**src/rtl/bfu_pkg.sv**
```systemverilog
package bfu_pkg;

    typedef enum logic [1:0] {
        BF_CLEAR  = 2'd0,
        BF_INSERT = 2'd1,
        BF_UEXT   = 2'd2,
        BF_SEXT   = 2'd3
    } bf_op_e;

endpackage

```
**src/rtl/bfu_mask_gen.sv**
```systemverilog
// Builds a run of 'count' ones (1..XLEN) and the same run moved up by 'shift'.
module bfu_mask_gen #(
    parameter int XLEN = 32,
    parameter int IDXW = $clog2(XLEN)
) (
    input  logic [IDXW:0]   count,
    input  logic [IDXW-1:0] shift,
    output logic [XLEN-1:0] low_mask,
    output logic [XLEN-1:0] placed_mask
);
    localparam logic [XLEN:0] ONE_W = {{XLEN{1'b0}}, 1'b1};

    logic [XLEN:0] wide_d;

    always_comb begin
        // one spare bit so that count == XLEN yields all ones without overflow
        wide_d      = (ONE_W << count) - ONE_W;
        low_mask    = wide_d[XLEN-1:0];
        placed_mask = low_mask << shift;
    end
endmodule

```
**src/rtl/bfu_check.sv**
```systemverilog
// Per-operation screening for unpredictable operand combinations.
module bfu_check
    import bfu_pkg::*;
#(
    parameter int XLEN = 32,
    parameter int IDXW = $clog2(XLEN)
) (
    input  bf_op_e          op,
    input  logic            rd_is_pc,
    input  logic            rn_is_pc,
    input  logic [IDXW-1:0] lsb,
    input  logic [IDXW-1:0] hi,
    output logic            unpred
);
    localparam logic [IDXW:0] XLEN_W = (IDXW+1)'(XLEN);

    logic [IDXW:0] top_d;
    logic          order_bad_d;
    logic          span_bad_d;

    always_comb begin
        top_d       = {1'b0, lsb} + {1'b0, hi};
        order_bad_d = (hi < lsb);
        span_bad_d  = (top_d >= XLEN_W);
        unpred      = rd_is_pc;
        unique case (op)
            BF_CLEAR, BF_INSERT: unpred = unpred | order_bad_d;
            default:             unpred = unpred | rn_is_pc | span_bad_d;
        endcase
    end
endmodule

```
**src/rtl/bfu_datapath.sv**
```systemverilog
// Combinational result for all four field operations.
module bfu_datapath
    import bfu_pkg::*;
#(
    parameter int XLEN = 32,
    parameter int IDXW = $clog2(XLEN)
) (
    input  bf_op_e          op,
    input  logic [XLEN-1:0] dst,
    input  logic [XLEN-1:0] src,
    input  logic [IDXW-1:0] lsb,
    input  logic [IDXW-1:0] hi,
    output logic [XLEN-1:0] result
);
    localparam logic [IDXW:0] XLEN_W = (IDXW+1)'(XLEN);
    localparam logic [IDXW:0] ONE_C  = {{IDXW{1'b0}}, 1'b1};

    logic [IDXW:0]   cnt_d;
    logic [IDXW:0]   up_d;
    logic [IDXW:0]   down_d;
    logic [XLEN-1:0] low_w;
    logic [XLEN-1:0] placed_w;
    logic [XLEN-1:0] lifted_d;

    always_comb begin
        if (op == BF_CLEAR || op == BF_INSERT) begin
            cnt_d = {1'b0, hi} - {1'b0, lsb} + ONE_C;
        end else begin
            cnt_d = {1'b0, hi} + ONE_C;
        end
    end

    bfu_mask_gen #(.XLEN(XLEN), .IDXW(IDXW)) u_mask (
        .count       (cnt_d),
        .shift       (lsb),
        .low_mask    (low_w),
        .placed_mask (placed_w)
    );

    always_comb begin
        up_d     = XLEN_W - cnt_d - {1'b0, lsb};
        down_d   = XLEN_W - cnt_d;
        lifted_d = src << up_d;
        unique case (op)
            BF_CLEAR:  result = dst & ~placed_w;
            BF_INSERT: result = (dst & ~placed_w) | ((src << lsb) & placed_w);
            BF_UEXT:   result = (src >> lsb) & low_w;
            default:   result = XLEN'($signed(lifted_d) >>> down_d);
        endcase
    end
endmodule

```
**src/rtl/bitfield_unit.sv**
```systemverilog
module bitfield_unit
    import bfu_pkg::*;
#(
    parameter int XLEN = 32,
    localparam int IDXW = $clog2(XLEN)
) (
    input  logic            clk,
    input  logic            rst_n,
    input  logic            issue_i,
    input  logic [1:0]      op_i,
    input  logic            cond_ok_i,
    input  logic            rd_is_pc_i,
    input  logic            rn_is_pc_i,
    input  logic [XLEN-1:0] dst_val_i,
    input  logic [XLEN-1:0] src_val_i,
    input  logic [IDXW-1:0] lsb_i,
    input  logic [IDXW-1:0] hi_i,
    output logic            valid_o,
    output logic            wr_en_o,
    output logic            unpred_o,
    output logic [XLEN-1:0] result_o
);
    typedef struct packed {
        logic            vld;
        logic            wr;
        logic            unp;
        logic [XLEN-1:0] res;
    } bfu_state_t;

    bfu_state_t state_d, state_q;
    bf_op_e     op_w;
    logic       unpred_w;
    logic [XLEN-1:0] dp_res_w;

    assign op_w = bf_op_e'(op_i);

    bfu_check #(.XLEN(XLEN), .IDXW(IDXW)) u_check (
        .op       (op_w),
        .rd_is_pc (rd_is_pc_i),
        .rn_is_pc (rn_is_pc_i),
        .lsb      (lsb_i),
        .hi       (hi_i),
        .unpred   (unpred_w)
    );

    bfu_datapath #(.XLEN(XLEN), .IDXW(IDXW)) u_dp (
        .op     (op_w),
        .dst    (dst_val_i),
        .src    (src_val_i),
        .lsb    (lsb_i),
        .hi     (hi_i),
        .result (dp_res_w)
    );

    always_comb begin
        state_d     = state_q;
        state_d.vld = issue_i;
        state_d.wr  = 1'b0;
        state_d.unp = 1'b0;
        if (issue_i) begin
            state_d.unp = unpred_w;
            state_d.wr  = !unpred_w && cond_ok_i;
            state_d.res = state_d.wr ? dp_res_w : '0;
        end
    end

    always_ff @(posedge clk or negedge rst_n) begin
        if (!rst_n) begin
            state_q <= '0;
        end else begin
            state_q <= state_d;
        end
    end

    assign valid_o  = state_q.vld;
    assign wr_en_o  = state_q.wr;
    assign unpred_o = state_q.unp;
    assign result_o = state_q.res;
endmodule


```
**config.mk**
```make
export PLATFORM = sky130hd
export DESIGN_NAME = bitfield_unit
export DESIGN_NICKNAME = d
export VERILOG_FILES = /design/src/rtl/bfu_pkg.sv /design/src/rtl/bfu_mask_gen.sv /design/src/rtl/bfu_check.sv /design/src/rtl/bfu_datapath.sv /design/src/rtl/bitfield_unit.sv
export SDC_FILE = /design/constraint.sdc
export NUM_CORES = 1
export LEC_CHECK = 0
export ABC_AREA = 1
export CAP_MARGIN = 20
export CORE_MARGIN = 5
export CORE_UTILIZATION = 34
export CTS_BUF_LIST = sky130_fd_sc_hd__clkbuf_2
export DETAILED_ROUTE_END_ITERATION = 6
export PLACE_DENSITY_LB_ADDON = 0.2
export REMOVE_ABC_BUFFERS = 1
export SETUP_SLACK_MARGIN = 0.05
export SYNTH_ARGS = -nofsm -noshare
export SYNTH_HDL_FRONTEND = slang
export SYNTH_SLANG_ARGS = --single-unit
```
**constraint.sdc**
```tcl
create_clock -name clk -period 1 [get_ports clk]
set_input_delay 0.2 -clock clk [delete_from_list [all_inputs] [get_ports clk]]
set_output_delay 0.2 -clock clk [all_outputs]
set_load 0.005 [all_outputs]
```
### Word level (Yosys, flattened, before mapping)

Cells that the tools add are included.
Widths: inputs -> output; s select.

| cells by class | value |
|---|---|
| add/sub/neg operators | 7 |
| $lt $le $gt $ge | 2 |
| equality and inequality tests | 2 |
| shifts and indexed selects | 6 |
| multiplexer cells | 5 |
| bitwise logic cells | 8 |
| reductions and logical operators | 5 |

Operators with widths:

| kind | number |
|---|---|
| $and 32x32->32 | 3 |
| $pmux 32 s3 | 1 |
| $shl 32x5->32 | 2 |
| $mux 34 | 1 |
| $mux 32 | 1 |
| $not 32->32 | 1 |
| $or 32x32->32 | 1 |
| $shl 1x6->32 const A | 1 |
| $shl 32x6->32 | 1 |
| $shr 32x5->32 | 1 |
| $sshr 32x6->32 | 1 |
| $sub 32x1->32 const B | 1 |
| $add 5x1->6 const B | 1 |
| $add 5x5->6 | 1 |
| $add 6x1->6 const B | 1 |
| $ge 6x6->1 const B | 1 |
| $mux 6 | 1 |
| $sub 5x5->6 | 1 |
| $sub 6x5->6 | 1 |
| $sub 6x6->6 const A | 1 |
| $lt 5x5->1 | 1 |
| $or 1x1->1 | 3 |
| $eq 2x1->1 const B | 1 |
| $eq 2x2->1 const B | 1 |
| 6 further kinds | 6 |

| word-level totals | value |
|---|---|
| bits in registers | 35 |
| input port bits | 82 |
| output and inout bits | 35 |

### Logic depth before layout (Yosys ltp)

| logic depth | value |
|---|---|
| depth in word-level cells | 12 |
| depth in mapped cells | 42 |

### Hierarchy

A second synthesis with hierarchy kept.

| second synthesis, totals | value |
|---|---|
| cells, all modules | 2489 |
| area, all modules | 12638.4 um^2 |

Modules (own cells, without submodules):

| module | instances | cells an instance | area an instance (um^2) | seq. area each (um^2) |
|---|---|---|---|---|
| bfu_datapath | 1 | 1673 | 7987.7 | 0.0 |
| bfu_mask_gen | 1 | 627 | 2945.3 | 0.0 |
| bitfield_unit | 1 | 151 | 1465.2 | 875.8 |
| bfu_check | 1 | 38 | 240.2 | 0.0 |

### Worst setup path after synthesis

No wires, ideal clock.

| path | value |
|---|---|
| path type | input port to flip-flop |
| start point | in lsb_i[1] |
| end point | reg state_q (netlist bit result_o[7]) |
| setup time | 0.117 ns |
| arrival | 5.906 ns |
| path slack | -5.023 ns |
| stages on the path | 34 |
| buffers on the path | 6 |
| cells stage by stage | clkbuf_1 inv_1 clkbuf_1 clkbuf_1 buf_2 ha_1 inv_1 ha_1 inv_1 fa_1 or2_2 nand2_2 ha_1 clkinv_1 clkbuf_1 ha_1 a21o_1 or3_1 nand2_1 inv_2 clkbuf_1 o21ai_0 nand2_1 nand3_1 mux2i_1 o21ai_0 o21ai_1 or2_1 nand2_1 nand2_1 nand3_1 nand2_1 nand2_1 nand2_1 |

| between the ends | value |
|---|---|
| cells in the longest elaborated chain, start to end | 11 |
| elaborated cells on any way between the ends | 27 |
| classes of those cells | add/sub: 6; order compare: 2; shift: 6; mux: 4; bitwise: 7; reduce/logical: 2 |

Ends and longest elaborated chain:

| item | line | RTL |
|---|---|---|
| from (decl) | bitfield_unit.sv:16 | `input logic [IDXW-1:0] lsb_i,` |
| branches (longest 10 deep; another with $sub 5x5->6) | n/a |  |
| $mux 32 (*) | bitfield_unit.sv:63 | `state_d.res = state_d.wr ? dp_res_w : '0;` |
| to (signal assigned) | bitfield_unit.sv:71 | `state_q <= state_d;` |
| to (decl) | bitfield_unit.sv:30 | `bfu_state_t state_d, state_q;` |

Every way passes the cells marked *.
A chain may end at the register's enable or synchronous reset.

### Worst setup path in the final report

| path | value |
|---|---|
| start point | in lsb_i[1] |
| end point | reg state_q (netlist bit result_o[1]) |

Same word-level chain as after synthesis.

==> impl_metrics.ini <==
[worst_setup_path]
start_kind = input pin
slowest_stage = fa_1
slowest_delay_ps = 500
crit_top_cell = nand2_1
required_ps = 1300
crit_path_end_kind = flop
cp_max_fo = 5
crit_arrival_ps = 4620
worstSetupPathType = in2reg

[logic_synthesis]
synth_enable_flop_cells = 0
synth_area_leaders = nand2_1, nand3_1, o21ai_0
synth_xor_area_share_pct = 0.956
ys_async_sr_fraction_pct = 100
synth.top_cell.area_share_pct = 25.3
yosys_warnings = 0
synth-compound-area-share_pct = 18.7
synth_flop_cell = dfrtp_1
postSynthAreaPerCell_sq_um = 5.02
ys_seq_area_share_pct = 7.04
synth_top_family_by_area = simple AND/OR/NAND/NOR gates
synth-simple-area-share_pct = 56.9
synth_mux_area_share_pct = 2.41
yosysUniqueCellTypes = 55
yosysTopAreaCell = nand2_1
syn-instance-count = 2478
ys_ff_latch = 35
synthAdderAreaFrac_pct = 3.40
netlist_area_sq_um = 12400

[sta]
hold_violations = 0
slew-limit-headroom_pct = 36.4
slew_violations = 0
final.min_clock_period_ps = 4320
setup_ws_ps = -3320
finalClockSkew_ps = 0
whs_ps = 143
setup_viol = 69
rsz0062_at_grt = yes
fmax_mhz = 232
post-route-period-util_pct = 432
setup_tns_ps = -109380
tightestPinTransition_ps = 954

[grt]
grt_pass1_vias = 18200
antenna_found_initial = 2
grtUsageMet1_pct = 39.8
grt_max_degree = 96
grt_use_total_pct = 31.0
gr-usage-met2_pct = 52.5
busiest_layer = met2
grt_pass1_wl_mm = 102
gr-total-overflow = 0
grtUsageMet3_pct = 3.96

[floorplanning]
fp.dieH_um = 201
ios = 117
core_sq_um = 36300
dieArea_sq_um = 40500
rows = 70
start_util_pct = 34.2
die_w_um = 201

[clocking]
cts_buffers = 5
clk_latency_ps = 380
clkTransAtPathRegs_ps = 210
clockBufferDepth = 2
postCtsHoldBufs = 0
tritoncts = built
clock_sinks = 35
root_buffer = clkbuf_2
htreeDepth = 2

[min_path]
min_path_type = in2async

[power_and_ir_drop]
peakVddDrop_v = 0.000919
total_leakage_power_uw = 0.0102
power.density_nw_per_um2 = 1570
fin_total_pwr_uw = 30700

[routing]
drt_iter0_drc = 1949
wire_per_inst_um = 18.8
final_antenna_net_count = 0
drt-pass1-iter-count = 6
via_count = 19400
drc = 0
viasPerCell = 5.51
wl_mm = 66.1

[placement]
dp_hpwl_mm = 52.6
io_buffers = 116
placed_cells = 3464
place_congestion = 1.01
post_dp_cell_area_sq_um = 17800

[status]
outcome = finished, violations left
violations = setup timing

[flow_run]
cap_violations = 0

[finish]
diodes = 0
layout-drive-gt1-share_pct = 31.7
fin_cells = 3517
multi_input_area_sq_um = 11500
fillers = 3912
final_nets = 3162
seq_area_sq_um = 876
areaGrowthSynthToFinish_pct = 57.0
final_area_sq_um = 19500
cell usage after synthesis, drive strengths merged (2+ instances only):
cell type  count
nand2        855
nand3        433
o21ai        265
nor2         239
inv          157
clkbuf        98
buf           64
a21oi         62
nand4         52
dfrtp         35
o211ai        33
mux2i         30
ha            29
nand3b        22
or2           17
a31oi         16
o2111ai        9
clkinv         6
o22ai          6
xor2           6
a22oi          5
nor3           5
o31ai          5
xnor2          5
o21bai         4
o221ai         4
fa             3
a21o           2
o21a           2
repair_timing:
action                     in CTS  in global routing
setup buffers                  32                  6
pin swaps                      86                 94
gates resized for setup       360                167
setup endpoints to repair      69                 69
hold endpoints to repair        0                  0
cloned                          7                  1
through the flow:
stage | setup WS, ps | util, %
finish | -3320 | 53.7
floorplan | -7080 | -
global placement | -4500 | 49.0
global route | -3510 | 53.7
detailed placement | -4630 | 49.0
CTS | -3280 | 51.8
where the power goes:
group | internal [uW] | total [uW] | switching [uW]
Clock | 424 | 969 | 545
Sequential | 1490 | 1530 | 42.3
Combinational | 12200 | 28200 | 16000
cell usage in the layout, fill, tap and decap left out, types with 6 or more instances in the layout:
| cell type | count |
|---|---|
| mux2i_1 | 24 |
| nand3b_1 | 22 |
| o22ai_1 | 6 |
| nand3_1 | 334 |
| o21ai_2 | 27 |
| nand4_1 | 51 |
| nor2_4 | 10 |
| a21oi_1 | 46 |
| or2_2 | 6 |
| nand3_4 | 7 |
| inv_1 | 137 |
| nor2_2 | 20 |
| o2111ai_1 | 9 |
| clkdlybuf4s50_1 | 72 |
| nand2_2 | 59 |
| a21oi_2 | 16 |
| or2_1 | 6 |
| a31oi_1 | 14 |
| nand2_1 | 787 |
| buf_6 | 12 |
| nor2_1 | 210 |
| dfrtp_1 | 35 |
| o21ai_1 | 50 |
| ha_1 | 15 |
| inv_2 | 13 |
| buf_2 | 40 |
| ha_4 | 12 |
| o21ai_0 | 185 |
| buf_12 | 16 |
| nand3_2 | 92 |
| buf_4 | 574 |
| nand2_4 | 8 |
| o211ai_1 | 33 |
flip-flops by register name, summed over array words and instances (netlist names):
| signal | count |
|---|---|
| unpred_o | 1 |
| result_o | 32 |
| valid_o | 1 |
| wr_en_o | 1 |
final timing paths:
kind	slack, ps	depth (start not counted)	start	endpoint
worst min register to register	510	2	result_o[26]	result_o[26]
worst min-delay path	140	2	rst_n	result_o[8]
worst max register to register	140	4	result_o[13]	result_o[13]
min in group clk	420	2	issue_i	valid_o
worst max-delay path	-3320	33	lsb_i[1]	result_o[1]
max in group asynchronous	660	2	rst_n	result_o[20]
layer usage:
metal,vias up,wire (um)
li1,9446,-
met1,8901,27100
met2,853,30500
met3,178,4890
met4,2,3620
met5,-,13
worst max-delay path, delay by kind of cell:
family / cells / cell delay [ps]
compound gates: 7 / 1100
fa+ha+maj: 5 / 1400
buf+inv: 10 / 860
simple gates: 11 / 1030
cells by family (layout without fill, tap and decap cells):
family,Yosys count,after routing
and+or+nand+nor,1627,1628
AOI/OAI and AO/OA,418,418
buffers and inverters,325,895
DFF,35,35
adders and majority gates,32,32
muxes,30,30
xor gates and xnor gates,11,11
area by class of cell:
class	count	area share, %
Clock buffer	5	0.128
Clock inverter	3	0.224
Inverter	163	3.33
Multi-Input combinational cell	2119	58.7
Sequential cell	35	4.48
Tap cell	468	3.00
Timing Repair Buffer	723	30.1
Timing Repair inverter	1	0.0833
Note: power is estimated with default switching activity, not from simulation.
